File: config.mk
export PLATFORM = sky130hd
export DESIGN_NAME = charger_mode_ctrl
export DESIGN_NICKNAME = d
export VERILOG_FILES = /design/src/rtl/mode_pkg.sv /design/src/rtl/mode_sync.sv /design/src/rtl/mode_next.sv /design/src/rtl/mode_out.sv /design/src/rtl/charger_mode_ctrl.sv
export SDC_FILE = /design/constraint.sdc
export NUM_CORES = 1
export LEC_CHECK = 0
export ABC_CLOCK_PERIOD_IN_PS = 1950
export BUFFER_PORTS_ARGS = -buffer_cell sky130_fd_sc_hd__buf_4
export CORE_MARGIN = 10
export CORE_UTILIZATION = 51
export DETAILED_ROUTE_END_ITERATION = 16
export PLACE_DENSITY = 0.74
export SLEW_MARGIN = 20
export SYNTH_ARGS = -nofsm -noshare
export SYNTH_HDL_FRONTEND = slang
export SYNTH_SLANG_ARGS = --single-unit
export TNS_END_PERCENT = 50
File: constraint.sdc
create_clock -name clk -period 1.95 [get_ports clk]
set_input_delay 0.195 -clock clk [delete_from_list [all_inputs] [get_ports clk]]
set_output_delay 0.195 -clock clk [all_outputs]
set_load 0.02 [all_outputs]
File: src/rtl/mode_pkg.sv
// Package: shared state encoding for the charger mode controller.
// Assumes one-hot encoding; bit positions are published on state_code.
package mode_pkg;
    localparam int NUM_STATES = 7;
    localparam int NUM_CMP    = 5;

    // Index of each comparator flag in the synchronized vector.
    localparam int CMP_UVLO  = 0;
    localparam int CMP_VMIN  = 1;
    localparam int CMP_SHORT = 2;
    localparam int CMP_LOW   = 3;
    localparam int CMP_BOOST = 4;

    typedef enum logic [NUM_STATES-1:0] {
        ST_PDOWN = 7'b0000001,
        ST_HIZ   = 7'b0000010,
        ST_CCFG  = 7'b0000100,
        ST_BCFG  = 7'b0001000,
        ST_PWM   = 7'b0010000,
        ST_SHORT = 7'b0100000,
        ST_BOOST = 7'b1000000
    } mode_t;
endpackage

File: src/rtl/mode_sync.sv
// Module: mode_sync
// Two-flop synchronizer bank for asynchronous comparator flags.
// Assumes each flag is a level that is stable for several cycles; clears to 0 on reset.
module mode_sync #(
    parameter int WIDTH  = 5,
    parameter int STAGES = 2
) (
    input  logic             clk,
    input  logic             rst_n,
    input  logic [WIDTH-1:0] d_async,
    output logic [WIDTH-1:0] q_sync
);
    logic [WIDTH-1:0] pipe [STAGES];

    for (genvar s = 0; s < STAGES; s++) begin : g_stage
        // Purpose: shift each flag one stage closer to the clock domain.
        always_ff @(posedge clk) begin
            if (!rst_n) begin
                pipe[s] <= '0;
            end else if (s == 0) begin
                pipe[s] <= d_async;
            end else begin
                pipe[s] <= pipe[(s == 0) ? 0 : s-1];
            end
        end
    end

    assign q_sync = pipe[STAGES-1];
endmodule

File: src/rtl/mode_next.sv
// Module: mode_next
// Combinational next-state function of the charger mode machine.
// Assumes comparator flags are already synchronized. The rule that forces
// power-down is checked first, so it overrides all per-state transitions.
module mode_next
    import mode_pkg::*;
(
    input  mode_t                cur,
    input  logic [NUM_CMP-1:0]   cmp,
    input  logic                 hiz_req,
    input  logic                 boost_req,
    input  logic                 fault,
    input  logic                 ss_done,
    output mode_t                nxt
);
    logic uvlo, vmin, shrt, low, bst;

    assign uvlo = cmp[CMP_UVLO];
    assign vmin = cmp[CMP_VMIN];
    assign shrt = cmp[CMP_SHORT];
    assign low  = cmp[CMP_LOW];
    assign bst  = cmp[CMP_BOOST];

    // Purpose: select the next mode from the current mode and conditions.
    always_comb begin
        nxt = cur;
        if (!uvlo && !shrt) begin
            nxt = ST_PDOWN;
        end else begin
            case (cur)
                ST_PDOWN: nxt = ST_HIZ;
                ST_HIZ: begin
                    if (uvlo && !hiz_req && !boost_req)
                        nxt = ST_CCFG;
                    else if (boost_req && !hiz_req && low)
                        nxt = ST_BCFG;
                end
                ST_CCFG: begin
                    if (hiz_req)
                        nxt = ST_HIZ;
                    else if (boost_req)
                        nxt = ST_BCFG;
                    else if (vmin && !fault)
                        nxt = shrt ? ST_PWM : ST_SHORT;
                end
                ST_BCFG: begin
                    if (hiz_req || !bst)
                        nxt = ST_HIZ;
                    else if (ss_done && !fault)
                        nxt = ST_BOOST;
                end
                ST_PWM: begin
                    if (!shrt || !vmin || fault)
                        nxt = ST_CCFG;
                end
                ST_SHORT: begin
                    if (shrt || !vmin || fault)
                        nxt = ST_CCFG;
                end
                ST_BOOST: begin
                    if (!boost_req || fault)
                        nxt = ST_BCFG;
                end
                default: nxt = ST_PDOWN;
            endcase
        end
    end
endmodule

File: src/rtl/mode_out.sv
// Module: mode_out
// Decodes the registered mode into converter enables.
// Assumes a one-hot mode; at most one enable can be high.
module mode_out
    import mode_pkg::*;
(
    input  mode_t cur,
    output logic  pwm_en,
    output logic  pre_en,
    output logic  boost_en
);
    // Purpose: drive exactly the enable that belongs to the active mode.
    always_comb begin
        pwm_en   = (cur == ST_PWM);
        pre_en   = (cur == ST_SHORT);
        boost_en = (cur == ST_BOOST);
    end
endmodule

File: src/rtl/charger_mode_ctrl.sv
// Module: charger_mode_ctrl
// Top of the charger / reverse-boost mode controller: synchronizes the
// comparator flags, holds the mode register and decodes the enables.
// Assumes control bits, fault and ss_done are synchronous to clk.
module charger_mode_ctrl
    import mode_pkg::*;
(
    input  logic                  clk,
    input  logic                  rst_n,
    input  logic                  vin_uvlo_ok,
    input  logic                  vin_min_ok,
    input  logic                  bat_short_ok,
    input  logic                  bat_low_ok,
    input  logic                  bat_boost_ok,
    input  logic                  hiz_req,
    input  logic                  boost_req,
    input  logic                  fault,
    input  logic                  ss_done,
    output logic [NUM_STATES-1:0] state_code,
    output logic                  pwm_en,
    output logic                  pre_en,
    output logic                  boost_en
);
    logic [NUM_CMP-1:0] cmp_raw;
    logic [NUM_CMP-1:0] cmp_s;
    mode_t              mode_q;
    mode_t              mode_d;
    logic               s_uvlo;
    logic               s_short;

    assign cmp_raw[CMP_UVLO]  = vin_uvlo_ok;
    assign cmp_raw[CMP_VMIN]  = vin_min_ok;
    assign cmp_raw[CMP_SHORT] = bat_short_ok;
    assign cmp_raw[CMP_LOW]   = bat_low_ok;
    assign cmp_raw[CMP_BOOST] = bat_boost_ok;

    assign s_uvlo  = cmp_s[CMP_UVLO];
    assign s_short = cmp_s[CMP_SHORT];

    mode_sync #(.WIDTH(NUM_CMP), .STAGES(2)) u_sync (
        .clk     (clk),
        .rst_n   (rst_n),
        .d_async (cmp_raw),
        .q_sync  (cmp_s)
    );

    mode_next u_next (
        .cur       (mode_q),
        .cmp       (cmp_s),
        .hiz_req   (hiz_req),
        .boost_req (boost_req),
        .fault     (fault),
        .ss_done   (ss_done),
        .nxt       (mode_d)
    );

    // Purpose: mode register, parked in power-down by reset.
    always_ff @(posedge clk) begin
        if (!rst_n)
            mode_q <= ST_PDOWN;
        else
            mode_q <= mode_d;
    end

    mode_out u_out (
        .cur      (mode_q),
        .pwm_en   (pwm_en),
        .pre_en   (pre_en),
        .boost_en (boost_en)
    );

    assign state_code = mode_q;
endmodule

Yosys cells after proc, flatten, opt, wreduce, memory -nomap -nowiden --
Memory sizes are Yosys's and may differ from the RTL's. Cells that the tools add are included.
Word-level totals: bits in writable memories 10, output and inout bits 10, latch bits 0, memory bits (read-only) 0, register bits 7, memories kept 1
Memory list:
- u_sync.pipe | depth 2, bits a word 5, read ports 2, clocked after Yosys merged registers in 0, wr ports 2, line mode_sync.sv:13 | logic [WIDTH-1:0] pipe [STAGES];
Operators by class: eq/ne operators 13, magnitude comparators 0, div/mod/pow operators 0, add/subtract/negate cells 0, shift-type cells 0, bitwise gates (word level) 3, reduce and logical (&&, ||, !) cells 22, muxes and demuxes 16, $mul 0
Operator list (number):
- $mux W7 | 10
- $pmux W7 S7 | 1
- $mux W5 | 2
- $eq A7 B1 Y1 const B | 1
- $eq A7 B2 Y1 const B | 1
- $eq A7 B3 Y1 const B | 1
- $eq A7 B4 Y1 const B | 1
- $eq A7 B5 Y1 const B | 1
- $eq A7 B6 Y1 const B | 1
- $eq A7 B7 Y1 const B | 1
- $logic_and A1 B1 Y1 | 7
- $logic_not A1 Y1 | 7
- $logic_or A1 B1 Y1 | 6
- $mux W6 | 1
- $ne A2 B1 Y1 const B | 3
- $ne A3 B1 Y1 const B | 2
- $reduce_and A6 Y1 | 1
- $ne A4 B3 Y1 const B | 1
- $mux W1 | 2
- $or A1 B1 Y1 | 2
- $reduce_or A2 Y1 | 1
- $not A1 Y1 | 1

Depth between registers and ports, before layout --
word-level depth 6, mapped depth 6, mapped depth without buffers 5

Hierarchy --
From an unflattened synthesis, not the netlist that was laid out.
Unflattened totals: cell total of the unflattened synthesis 104, area, all modules 899.6 µm²
Modules (own cells, without submodules):
- mode_next | sequential area each 0.0 µm², area an instance 409.1 µm², instances 1, cells an instance 66
- mode_sync | sequential area each 200.2 µm², area an instance 262.8 µm², instances 1, cells an instance 20
- charger_mode_ctrl | sequential area each 140.1 µm², area an instance 183.9 µm², instances 1, cells an instance 14
- mode_out | sequential area each 0.0 µm², area an instance 43.8 µm², instances 1, cells an instance 4

Worst setup path after synthesis --
No wires, ideal clock.
path kind reg-to-reg, start reg mode_q[2] (netlist: state_code[2]), end reg mode_q[5] (netlist: state_code[5]), arrival 1.857 ns, stages on the path, launching flop included 6, required time 1.806 ns, setup time 0.144 ns, path buffers 0, period minus slack after synthesis 2.001 ns, setup slack -0.051 ns, cell sequence dfxtp_1 -> or4_4 -> nor4b_4 -> a2111oi_4 -> nand3b_1 -> a211oi_1
Between the ends: word-level cells in the longest chain between the ends 3, elaborated cells on any way between the ends 15, classes of those cells eq/ne: 13; mux: 1; reduce/logical: 1
RTL lines:
- start, declared | line charger_mode_ctrl.sv:26 | mode_t mode_q;
- start signal, assigned | line charger_mode_ctrl.sv:62 | mode_q <= mode_d;
- $eq A7 B7 Y1 (*)
- named net boost_en | line charger_mode_ctrl.sv:22 | output logic boost_en
- $ne A2 B1 Y1 (no source line)
- $reduce_and A6 Y1 (no source line)
Mark *: on every way through the listed nets, which the timed path passes. The rest lies on a longest branch. A chain may end at the register's enable or synchronous reset.

Final worst setup path --
start reg mode_q[3] (netlist: state_code[3]), end out boost_en
Between the ends: word-level cells in the longest chain between the ends 1
RTL lines:
- $eq A7 B7 Y1 | line mode_out.sv:16 | boost_en = (cur == ST_BOOST);
- end, declared | line charger_mode_ctrl.sv:22
No other way between the ends.

==> run summary <==
status: finished, final reports clean
LEAKAGE: 0.4549 nW
adder-cell share of the synthesized area: 0
synthesized area: 915.9 µm²
Mapped Cells: 100
share of layout cells above drive strength 1: 0.3750
Unique masters post-synth: 41
critical path peak fanout: 7
H-Tree Depth: 1
FFs w/ async S/R, synth: 0
type of the worst min-delay path: input pin to flip-flop
GRT Total Usage: 0.1156
initial antenna violation count: 0
largest net degree at the start of global routing: 13
DR vias: 846
mux share of post-synthesis cell area: 0.01093
initial drt markers: 42
dpl ws: 0.09853 ns
CP max stage delay: 0.56 ns
DR WL/cell: 14.38 µm
final setup fails: 0
EDFF count, synth: 0
crit share post-route: 0.9510
fmax: 539.3 MHz
Worst setup EP type: output pin
Worst Setup Start Kind: flip-flop
Synth Net Count: 111
HPWL after DPL: 1720 µm
aggregate global routing overflow: 0
Die W: 62.38 µm
RSZ-0062 raised after global routing: false
Clock Power Share: 0.308
CTS tree: built
Comb pwr share: 0.108
# clock sinks: 17
CP arrival: 1.66 ns
Ports: 21
RePlAce Congestion: 0.8461
Pint: 471.9 µW
share of power burned in registers: 0.584
CTS buffer count: 3
Ys Warns: 0
#FFs+latches synth: 17
Skew-Pair Late Insertion Delay: 0.29 ns
routed wire length: 2200 µm
Chip Height: 62.38 µm
first-pass GRT wire length: 3788 µm
Hold Vio Cnt, Final: 0
delay-heaviest family, CP: simple AND/OR/NAND/NOR gates
port bufs: 20
number of fill cells: 144
Final min period: 1.854 ns
drt pass-1 iters: 4
critical path type: flip-flop to output pin
die area: 3891 µm²
PwrDens: 528.1 nW/µm²
# hold bufs at CTS: 0
crit path cell chain: or4_4, nor4b_4, buf_4
root buf cell: clkbuf_4
post-synthesis xor/xnor area fraction: 0.009563
post-synthesis compound-gate area fraction: 0.1899
Slew HR: 0.5296
vias in the first global route: 832
simple-gate share of the synthesized area: 0.3948
Std-Cell Rows: 15
Final Net Count: 140
fin. max-slew vios: 0
setup slack after layout: 0.09557 ns
maximum VDD drop: 0.0003466 V
Via density: 5.529
antenna fix cells: 0
Area Growth Syn to Fin: 28.14%
P_sw: 147.9 µW
Worst-path clk slew: 0.09 ns
Least-Margin Pin Slew: 0.6982 ns
ys flop type: dfxtp_1
max cap viols: 0
core footprint: 1708 µm²
Bufs and invs on worst path: 1
total power: 619.8 µW
Critical Path Slowest Stage Cell: or4_4
antenna viol nets, final: 0
Sw Share: 0.2386
CTS Buffer Depth: 2
Avg Inst Size Synth: 9.159 µm²
largest family of logic cells by synthesized area: simple AND/OR/NAND/NOR gates
clock skew: 0.0007025 ns
Required @ worst endpoint: 1.75 ns
remaining routing DRC violations: 0
starting density of the core: 0.5363
sequential fraction of the synthesis area: 0.3716
==> final timing paths <==
kind,end,cells after the start,slack [ns],start
max reg2reg,state_code[5],5,0.15,state_code[2]
min,u_sync.pipe[0][3],2,0.10,bat_low_ok
max,boost_en,3,0.1,state_code[3]
min reg2reg,u_sync.pipe[1][3],1,0.44,u_sync.pipe[0][3]
==> cell usage after synthesis (3+ instances only) <==
master	count	share of area
nand2_1	6	0.025
nand3b_1	3	0.025
a21oi_1	7	0.038
nand3_1	6	0.033
dfxtp_1	17	0.37
nor3b_1	3	0.025
nor2_1	7	0.029
and2_1	10	0.068
==> flip-flops by register name (all words and copies together), names as in the netlist <==
signal,cells
state_code,7
u_sync.pipe,10
==> area by class of cell <==
class / instances / area (µm²) / area share
repair buffers: 27 / 202.7 / 0.1727
multi-input cells: 78 / 559.3 / 0.4765
clock buffers: 4 / 26.28 / 0.02239
flip-flops and latches: 17 / 346.6 / 0.2953
inverters: 2 / 7.507 / 0.006397
well taps: 25 / 31.28 / 0.02665
==> what timing repair did <==
item	4_1_cts	5_1_grt
setup buffers	1	0
gates resized for setup	0	2
cloned	0	0
pin swaps	1	0
endpoints found under the setup margin	1	3
==> logic make-up (layout without fill, tap and decap cells) <==
logic type	after synthesis	after routing
compound gates	22	22
xor+xnor	1	1
buf+inv	5	33
flops	17	17
mux	1	1
simple gates	54	54
==> layer usage <==
layer  vias up  part of all wire  track usage
met5         -                 0            0
met4         0             0.025      0.06145
met3         6             0.044      0.02151
met2        28              0.49       0.1897
met1       388              0.44       0.1385
li1        424                 -            -
==> per-stage QoR <==
stage	area, µm²	hold WS [ns]	utilization	setup TNS, ns	cells
floorplan	920.9	0.3167	-	-0.01327	100
global placement	1134	0.4054	0.6637	0	148
detailed placement	1134	0.4075	0.6637	0	148
CTS	1167	0.09746	0.6835	0	153
global route	1174	0.1022	0.6872	0	153
finish	1174	0.1006	0.6872	0	153
==> power groups by stage <==
stage | clock network (mW) | registers [mW] | logic (mW)
after floorplan | 0 | 0.374 | 0.0302
after global placement | 0 | 0.370 | 0.0656
after CTS | 0.196 | 0.362 | 0.0671
after global routing | 0.218 | 0.364 | 0.0750
final | 0.191 | 0.362 | 0.0672
after detailed placement | 0 | 0.370 | 0.0667
==> layout by cell type, fill, tap and decap left out, types with 2 or more instances in the layout <==
cell | netlist | final
buf_4 | 0 | 27
dfxtp_1 | 17 | 14
and2_1 | 10 | 10
nor2_1 | 7 | 7
a21oi_1 | 7 | 7
nand2_1 | 6 | 6
nand3_1 | 6 | 6
nor3b_1 | 3 | 3
nand3b_1 | 3 | 3
clkbuf_4 | 0 | 3
o21bai_1 | 2 | 2
and2b_2 | 2 | 2
o21ai_0 | 2 | 2
inv_1 | 2 | 2
nand2b_1 | 2 | 2
a211o_2 | 2 | 2
dfxtp_2 | 0 | 2
Note: power is estimated with default switching activity, not from simulation.
